### config.mk
export PLATFORM = sky130hd
export DESIGN_NAME = card_access_unit
export DESIGN_NICKNAME = d
export VERILOG_FILES = /design/src/rtl/card_pkg.sv /design/src/rtl/byte_strobe.sv /design/src/rtl/id_framer.sv /design/src/rtl/trust_lookup.sv /design/src/rtl/card_access_unit.sv
export SDC_FILE = /design/constraint.sdc
export NUM_CORES = 1
export LEC_CHECK = 0
export ABC_AREA = 1
export ABC_CLOCK_PERIOD_IN_PS = 4800
export BUFFER_PORTS_ARGS = -buffer_cell sky130_fd_sc_hd__buf_2
export CELL_PAD_IN_SITES_DETAIL_PLACEMENT = 0
export CELL_PAD_IN_SITES_GLOBAL_PLACEMENT = 1
export CORE_UTILIZATION = 40
export CTS_BUF_LIST = sky130_fd_sc_hd__clkbuf_4 sky130_fd_sc_hd__clkbuf_8
export CTS_CLUSTER_SIZE = 28
export DETAILED_ROUTE_END_ITERATION = 16
export PLACE_DENSITY_LB_ADDON = 0.1
export SYNTH_ARGS = -nofsm -noshare
export SYNTH_HDL_FRONTEND = slang
export SYNTH_HIERARCHICAL = 1
export SYNTH_SLANG_ARGS = --single-unit
export TNS_END_PERCENT = 30
### constraint.sdc
create_clock -name clk -period 4.8 [get_ports clk]
set_clock_uncertainty 0.05 [all_clocks]
set_input_delay 0.48 -clock clk [delete_from_list [all_inputs] [get_ports clk]]
set_output_delay 0.48 -clock clk [all_outputs]
set_load 0.05 [all_outputs]
### src/rtl/card_pkg.sv
// Package: shared widths, framing bytes and the trusted-card table.
// Assumes ASCII text is packed with the first character in the top byte.
package card_pkg;

    localparam int BYTE_W     = 8;
    localparam int ID_DIGITS  = 10;
    localparam int ID_W       = BYTE_W * ID_DIGITS;
    localparam int NAME_CHARS = 20;
    localparam int NAME_W     = BYTE_W * NAME_CHARS;
    localparam int CODE_W     = 3;
    localparam int N_USERS    = 4;

    localparam logic [BYTE_W-1:0] SOF_BYTE = 8'h0A;
    localparam logic [BYTE_W-1:0] EOF_BYTE = 8'h0D;
    localparam logic [BYTE_W-1:0] PAD_BYTE = 8'h20;

    typedef struct packed {
        logic [ID_W-1:0]   id;
        logic [CODE_W-1:0] code;
        logic [NAME_W-1:0] name;
    } user_rec_t;

    // Left-justify a short literal and fill the tail with spaces.
    function automatic logic [NAME_W-1:0] pad_text(input logic [NAME_W-1:0] s);
        int  lead;
        bit  seen;
        lead = 0;
        seen = 1'b0;
        for (int k = NAME_CHARS - 1; k >= 0; k--) begin
            if (!seen && s[k*BYTE_W +: BYTE_W] == '0)
                lead++;
            else
                seen = 1'b1;
        end
        return (s << (lead * BYTE_W)) |
               ({NAME_CHARS{PAD_BYTE}} >> ((NAME_CHARS - lead) * BYTE_W));
    endfunction

    localparam logic [NAME_W-1:0] DENY_TEXT = pad_text("ACCESS DENIED!");

    // Trusted card table, one record per index.
    function automatic user_rec_t user_entry(input int idx);
        user_rec_t r;
        r.id   = '0;
        r.code = '0;
        r.name = DENY_TEXT;
        case (idx)
            0: begin r.id = "0F02782BC2"; r.code = 3'b010; r.name = pad_text("HARPER QUINN"); end
            1: begin r.id = "0F02782068"; r.code = 3'b011; r.name = pad_text("DEVON OKAFOR"); end
            2: begin r.id = "1A4C00D9E7"; r.code = 3'b100; r.name = pad_text("LENA MARSH");   end
            3: begin r.id = "0415F22B03"; r.code = 3'b110; r.name = pad_text("RUI TANAKA");   end
            default: ;
        endcase
        return r;
    endfunction

endpackage

### src/rtl/byte_strobe.sv
// Module: byte_strobe
// Turns the receiver's valid level into a one-cycle take pulse on its
// rising edge. Assumes the level falls between consecutive bytes.
module byte_strobe (
    input  logic clk,
    input  logic rst_n,
    input  logic valid_lvl,
    output logic take
);
    logic prev_q;

    // Remember last cycle's level for edge detection.
    always_ff @(posedge clk) begin
        if (!rst_n) prev_q <= 1'b0;
        else        prev_q <= valid_lvl;
    end

    // Pulse only on a low-to-high step.
    assign take = valid_lvl & ~prev_q;
endmodule

### src/rtl/id_framer.sv
// Module: id_framer
// Hunts for the start byte, shifts in the ID characters first-most-significant,
// and checks the terminator. Emits a one-cycle commit with the held ID.
// Assumes take pulses are at least two cycles apart.
module id_framer #(
    parameter int BW     = card_pkg::BYTE_W,
    parameter int DIGITS = card_pkg::ID_DIGITS,
    parameter logic [BW-1:0] SOF = card_pkg::SOF_BYTE,
    parameter logic [BW-1:0] EOF = card_pkg::EOF_BYTE
) (
    input  logic             clk,
    input  logic             rst_n,
    input  logic             take,
    input  logic [BW-1:0]    byte_in,
    output logic [BW*DIGITS-1:0] frame_id,
    output logic             frame_ok
);
    localparam int FW    = BW * DIGITS;
    localparam int CNT_W = $clog2(DIGITS + 1);
    localparam logic [CNT_W-1:0] LAST_SLOT = CNT_W'(DIGITS - 1);

    typedef enum logic [1:0] {HUNT, DIGIT, TAIL} phase_t;

    phase_t            phase;
    logic [CNT_W-1:0]  slot;
    logic [FW-1:0]     acc;

    // Frame sequencing: start byte always reopens, else advance by phase.
    always_ff @(posedge clk) begin
        if (!rst_n) begin
            phase    <= HUNT;
            slot     <= '0;
            acc      <= '0;
            frame_id <= '0;
            frame_ok <= 1'b0;
        end else begin
            frame_ok <= 1'b0;
            if (take) begin
                if (byte_in == SOF) begin
                    phase <= DIGIT;
                    slot  <= '0;
                end else begin
                    case (phase)
                        HUNT: ;
                        DIGIT: begin
                            acc  <= {acc[FW-BW-1:0], byte_in};
                            slot <= slot + 1'b1;
                            if (slot == LAST_SLOT) phase <= TAIL;
                        end
                        TAIL: begin
                            if (byte_in == EOF) begin
                                frame_id <= acc;
                                frame_ok <= 1'b1;
                            end
                            phase <= HUNT;
                        end
                        default: phase <= HUNT;
                    endcase
                end
            end
        end
    end
endmodule

### src/rtl/trust_lookup.sv
// Module: trust_lookup
// Compares an ID with every table entry in parallel and returns the
// lowest-index hit with its code and name. Purely combinational.
module trust_lookup #(
    parameter int ID_W    = card_pkg::ID_W,
    parameter int CODE_W  = card_pkg::CODE_W,
    parameter int NAME_W  = card_pkg::NAME_W,
    parameter int N_USERS = card_pkg::N_USERS
) (
    input  logic [ID_W-1:0]   id_in,
    output logic              hit,
    output logic [CODE_W-1:0] code,
    output logic [NAME_W-1:0] name
);
    logic [N_USERS-1:0]  match;
    logic [CODE_W-1:0]   code_tab [N_USERS];
    logic [NAME_W-1:0]   name_tab [N_USERS];

    // One comparator per table entry.
    for (genvar g = 0; g < N_USERS; g++) begin : g_entry
        localparam card_pkg::user_rec_t REC = card_pkg::user_entry(g);
        assign match[g]    = (id_in == REC.id);
        assign code_tab[g] = REC.code;
        assign name_tab[g] = REC.name;
    end

    // Priority pick of the lowest matching index.
    always_comb begin
        hit  = 1'b0;
        code = '0;
        name = card_pkg::DENY_TEXT;
        for (int k = N_USERS - 1; k >= 0; k--) begin
            if (match[k]) begin
                hit  = 1'b1;
                code = code_tab[k];
                name = name_tab[k];
            end
        end
    end
endmodule

### src/rtl/card_access_unit.sv
// Module: card_access_unit (top)
// Receiver byte stream in, access decision out. Outputs are registered and
// move one clock after a committed frame; reset leaves the deny state.
module card_access_unit (
    input  logic         clk,
    input  logic         rst_n,
    input  logic [7:0]   rx_byte,
    input  logic         rx_valid,
    output logic [79:0]  id_out,
    output logic         grant,
    output logic [2:0]   user_code,
    output logic [159:0] name_out
);
    import card_pkg::*;

    logic              stb_w;
    logic              frame_ok_w;
    logic [ID_W-1:0]   frame_id_w;
    logic              hit_w;
    logic [CODE_W-1:0] code_w;
    logic [NAME_W-1:0] name_w;

    byte_strobe u_strobe (
        .clk       (clk),
        .rst_n     (rst_n),
        .valid_lvl (rx_valid),
        .take      (stb_w)
    );

    id_framer #(.BW(BYTE_W), .DIGITS(ID_DIGITS)) u_framer (
        .clk      (clk),
        .rst_n    (rst_n),
        .take     (stb_w),
        .byte_in  (rx_byte),
        .frame_id (frame_id_w),
        .frame_ok (frame_ok_w)
    );

    trust_lookup #(.ID_W(ID_W), .CODE_W(CODE_W), .NAME_W(NAME_W), .N_USERS(N_USERS)) u_lookup (
        .id_in (frame_id_w),
        .hit   (hit_w),
        .code  (code_w),
        .name  (name_w)
    );

    // Result registers: load on commit, otherwise hold.
    always_ff @(posedge clk) begin
        if (!rst_n) begin
            id_out    <= '0;
            grant     <= 1'b0;
            user_code <= '0;
            name_out  <= DENY_TEXT;
        end else if (frame_ok_w) begin
            id_out    <= frame_id_w;
            grant     <= hit_w;
            user_code <= hit_w ? code_w : '0;
            name_out  <= hit_w ? name_w : DENY_TEXT;
        end
    end
endmodule

### After elaboration in Yosys (flattened, before gate mapping)

Index checks and enable logic that the tools add are counted.

* add/sub/neg operators: 1
* equality and inequality tests: 11
* multiplexer cells: 20
* bitwise gates (word level): 6
* reductions and logical operators: 7

Operators by type and width (count)
* $mux W157: 4
* $eq A80 B78 Y1 const B: 4
* $mux W160: 1
* $eq A8 B4 Y1 const B: 2
* $mux W3: 5
* $mux W4: 2
* $reduce_and A3 Y1: 2
* $mux W1: 5
* $not A1 Y1: 5
* $add A4 B1 Y4 const B: 1
* $eq A4 B4 Y1 const B: 1
* $mux W2: 2
* $pmux W2 S2: 1
* $reduce_and A4 Y1: 1
* $reduce_or A4 Y1: 1
* $ne A3 B1 Y1 const B: 1
* $eq A2 B1 Y1 const B: 1
* $eq A2 B2 Y1 const B: 1
* $logic_not A2 Y1: 1
* $ne A2 B1 Y1 const B: 1
* $reduce_and A2 Y1: 1
* $reduce_bool A2 Y1: 1
* $and A1 B1 Y1: 1

* register bits after elaboration: 412
* input port bits: 11
* output and inout bits: 244
* logic and storage cells: 55

### Longest topological paths before layout

* depth in word-level cells: 6
* gate-level depth with buffers: 14
* mapped depth without buffers: 13

### By module

Netlist, hierarchy kept.

By module, submodules not included
* card_access_unit: times used 1, cells each 1166, area each 9051.2 um2
* id_framer: times used 1, cells each 922, area each 6378.6 um2
* trust_lookup: times used 1, cells each 348, area each 1991.9 um2
* byte_strobe: times used 1, cells each 5, area each 37.5 um2

### Least setup slack after synthesis

OpenSTA, ideal clock, no wires.

* kind: register to register
* start: register u_framer.frame_id[61]
* end: register name_out[109]
* setup time: 0.134 ns
* arrival time: 1.573 ns
* required time: 4.616 ns
* setup slack: 3.043 ns
* cell stages (with the launch flop): 14
* buffers on the path: 2
* cell sequence: dfxtp_1 -> nand2_1 -> inv_1 -> nand2_1 -> nor2_1 -> nand2_2 -> nor2_4 -> nand3_4 -> nand4_1 -> buf_2 -> buf_2 -> nand2_1 -> nand2_1 -> nand3_1

* cells in the longest elaborated chain, start to end: 6
* elaborated cells between the ends (all ways): 13
* those cells by class: eq/ne: 4; mux: 9

Ends and longest elaborated chain
* start, declared: RTL line id_framer.sv:15 `output logic [BW*DIGITS-1:0] frame_id,`
* start signal, assigned: RTL line id_framer.sv:34 `frame_id <= '0;`
* start signal, assigned: RTL line id_framer.sv:52 `frame_id <= acc;`
* $eq A80 B78 Y1: RTL line trust_lookup.sv:22 `assign match[g] = (id_in == REC.id);`
* $mux W1 (3 in series): RTL line trust_lookup.sv:33 `if (match[k]) begin`
* $mux W1 *: RTL line trust_lookup.sv:33
* net hit_w: RTL line card_access_unit.sv:19 `logic hit_w;`
* $mux W160 *: RTL line card_access_unit.sv:57 `name_out <= hit_w ? name_w : DENY_TEXT;`
* end signal, assigned: RTL line card_access_unit.sv:57
* end, declared: RTL line card_access_unit.sv:12 `output logic [159:0] name_out`

The timed path passes the listed nets; every way through them passes the cells marked *.
A chain may end at the register's enable or synchronous reset.

### Worst setup path in the final report

* start: register u_framer.frame_id[46]
* end: register name_out[82]

Same word-level chain as after synthesis.

==> flow_summary.ini <==
[yosys]
synth_cell_types = 30
synth_xor_area_share_pct = 0
synth_top_family_by_area = simple AND/OR/NAND/NOR gates
synthTopCellsByArea = dfxtp_1 47%, nor2_1 12%, nand2_1 10%
async_flop_share_pct = 0
synth_edf_count = 0
synth-simple-area-share_pct = 29.5
synth_warnings = 6
synthTopCellsByCount = 566 x nor2_1, 481 x nand2_1, 412 x dfxtp_1
yosysMostFrequentCell = nor2_1
synthMuxAreaShare_pct = 0
ys_seq_elements = 412
synth_area_per_cell_um2 = 7.15
synthCells = 2441
netlist.area_leader.share_pct = 47.2
ys.flop_type = dfxtp_1
seq_area_frac_synth_pct = 47.2
synth-adder-area-share_pct = 0.143
synth_compound_area_share_pct = 8.25
synthesis.area_um2 = 17500
yosys.area.top_type = dfxtp_1

[timing]
setup_viol = 0
slew_viol_final = 0
rsz0062_at_grt = no
final.min_clock_period_ns = 2.80
min_period_over_period_pct = 58.2
slew_headroom_pct = 23.8
tns_ns = 0
fmax_mhz = 358
finalHoldViolCount = 0
worst_slew_pin_slew_ns = 1.14

[place]
hpwl_um = 29100
dp_cells = 3091
place.gp.congestion = 0.780
io_buffers = 254

[power_and_ir_drop]
switching_share_pct = 21.9
power_mw = 6.86
p_seq_share_pct = 49.9
switchingPower_mw = 1.50
clock_power_share_pct = 48.7
ir_worst_vdd_mv = 0.172
p_int_mw = 5.36
power_density_nw_per_um2 = 351
pwr-share-comb_pct = 1.4
p_leak_nw = 9.73

[worst_setup_path]
critPathArrivalTime_ns = 3.21
crit_type = register to register
end_kind = register
worstSetupStartpointType = register
cp_max_fo = 107
cp.required_ns = 5.22

[grt]
grt_max_degree = 197
grt_pass1_wl_um = 74100
grt_antenna_before_repair = 0
grt_use_total_pct = 20.8
grt_pass1_vias = 13800
overflow = 0

[min_path]
hold_class = primary input to register

[cells_and_area]
fill_cells = 4620
layout.nets = 2595
fin_cells = 3213
diodes = 0
area_growth_pct = 11.9
drive_above_1_share_pct = 16.2

[detailed_routing]
antenna_left = 0
drt-total-wl_um = 46700
vias = 14700
drt-vias-per-instance = 4.59
dr.pass1.iters = 5
drc = 0
wl_per_cell_um = 14.5
drt_iter0_drc = 1053

[die]
die-width_um = 211
coreArea_um2 = 43100
floorplan.initialDensity_pct = 40.5
pin_count = 255
die_area_um2 = 44500
die_h_um = 211
num_rows = 76

[status]
status = complete, no violations

[clock_tree]
cts.sinks = 412
path_clk_slew_ns = 0.06
h-tree-depth = 3
cts_root_buf = clkbuf_8
clk_latency_ns = 0.63
cts_buffers = 73
cts-resized-gates = 0
tritoncts = done
clock_tree.buffer_depth = 3

[flow_run]
drv_cap = 0
==> cell families after synthesis <==
group                    Yosys count
AND/OR/NAND/NOR                 1266
buffers and inverters            472
flip-flops                       412
AO/OA/AOI/OAI                    287
adder cells (fa/ha/maj)            2
other                              2
==> worst max-delay path, stage by stage, from the launching register on <==
cell and delay (ns):
dfxtp_1 0.33, nor2_1 0.11, nand3_1 0.15, nor2_1 0.27
nand2_1 0.10, nor2_2 0.14, nand3_4 0.16, nand4_1 0.14
buf_4 0.84, nand2_1 0.14, nand2_1 0.09, nand3_1 0.07
==> state kept, by name (all words and copies together), names as in the netlist <==
signal,cells
grant,1
u_framer/frame_id,80
u_framer/frame_ok,1
u_framer/slot,4
u_framer/acc,80
user_code,3
id_out,80
name_out,160
u_framer/phase,2
u_strobe/prev_q,1
==> cell type report <==
| type | count | area, µm² | share of cell area, % |
|---|---|---|---|
| inverter | 183 | 699 | 3.58 |
| sequential | 412 | 8250 | 42.2 |
| timing repair buffer | 267 | 1400 | 7.18 |
| multi-input combinational | 1645 | 6970 | 35.6 |
| tap | 585 | 732 | 3.75 |
| clock buffer | 118 | 1470 | 7.54 |
| clock inverter | 3 | 17.5 | 0.0896 |
==> what timing repair did <==
action / 4_1_cts / 5_1_grt
buffers inserted: 0 / 0
hold buffers: 1 / 0
endpoints found under the hold margin: 1 / 0
==> routing by layer <==
layer	part of all wire, %	global-route usage (%)	routed length (µm)
met1	48	28.5	22400
met2	45	33.3	21200
met3	4.8	3.46	2240
met4	1.8	7.05	862
met5	0	0	0
==> stage by stage <==
| step | hold slack (ns) | setup WS [ns] | util [%] | instance area, µm² |
|---|---|---|---|---|
| floorplan | 0.406 | 3.04 | - | 17800 |
| global placement | 0.397 | 2.01 | 41.9 | 18000 |
| detailed placement | 0.402 | 1.98 | 41.9 | 18000 |
| CTS | 0.0559 | 1.98 | 45.4 | 19500 |
| global route | 0.0842 | 1.65 | 45.4 | 19500 |
| finish | 0.109 | 2.00 | 45.4 | 19500 |
==> power groups by stage <==
stage | registers [mW] | clock network (mW) | logic, mW
5_1_grt | 3.42 | 3.61 | 0.115
6_report | 3.42 | 3.34 | 0.0994
3_5_place_dp | 3.50 | 0 | 0.0988
2_1_floorplan | 3.50 | 0 | 0.126
3_3_place_gp | 3.50 | 0 | 0.0994
4_1_cts | 3.42 | 3.46 | 0.0995
==> cells in the final DEF, fill, tap and decap left out <==
master / instances
nor2_2: 9
nor2_1: 565
buf_2: 253
clkbuf_8: 94
nand3_1: 186
buf_12: 2
nor2_4: 5
nand3_4: 4
dlygate4sd3_1: 1
o21ai_0: 160
conb_1: 90
dfxtp_4: 1
nand4_1: 6
a21oi_1: 126
or2_2: 1
ha_1: 2
clkinv_4: 1
nand2_1: 481
nand3b_1: 2
inv_1: 171
nor3_1: 1
clkbuf_4: 24
buf_4: 10
inv_2: 8
and2_1: 1
inv_6: 1
o21ai_4: 1
clkinvlp_4: 1
nand2_4: 2
nand2_2: 2
dfxtp_1: 411
nand3_2: 1
clkinv_2: 4
buf_6: 1
==> worst paths after layout <==
kind / start / end / slack [ns] / depth (start not counted)
setup / recovery: u_framer/frame_id[46] / name_out[82] / 2.00 / 11
hold / removal: rx_byte[7] / u_framer/acc[7] / 0.11 / 3
setup reg to reg: u_framer/frame_id[46] / name_out[82] / 2.00 / 11
hold reg to reg: name_out[159] / name_out[159] / 0.41 / 2
Note: power is estimated with default switching activity, not from simulation.
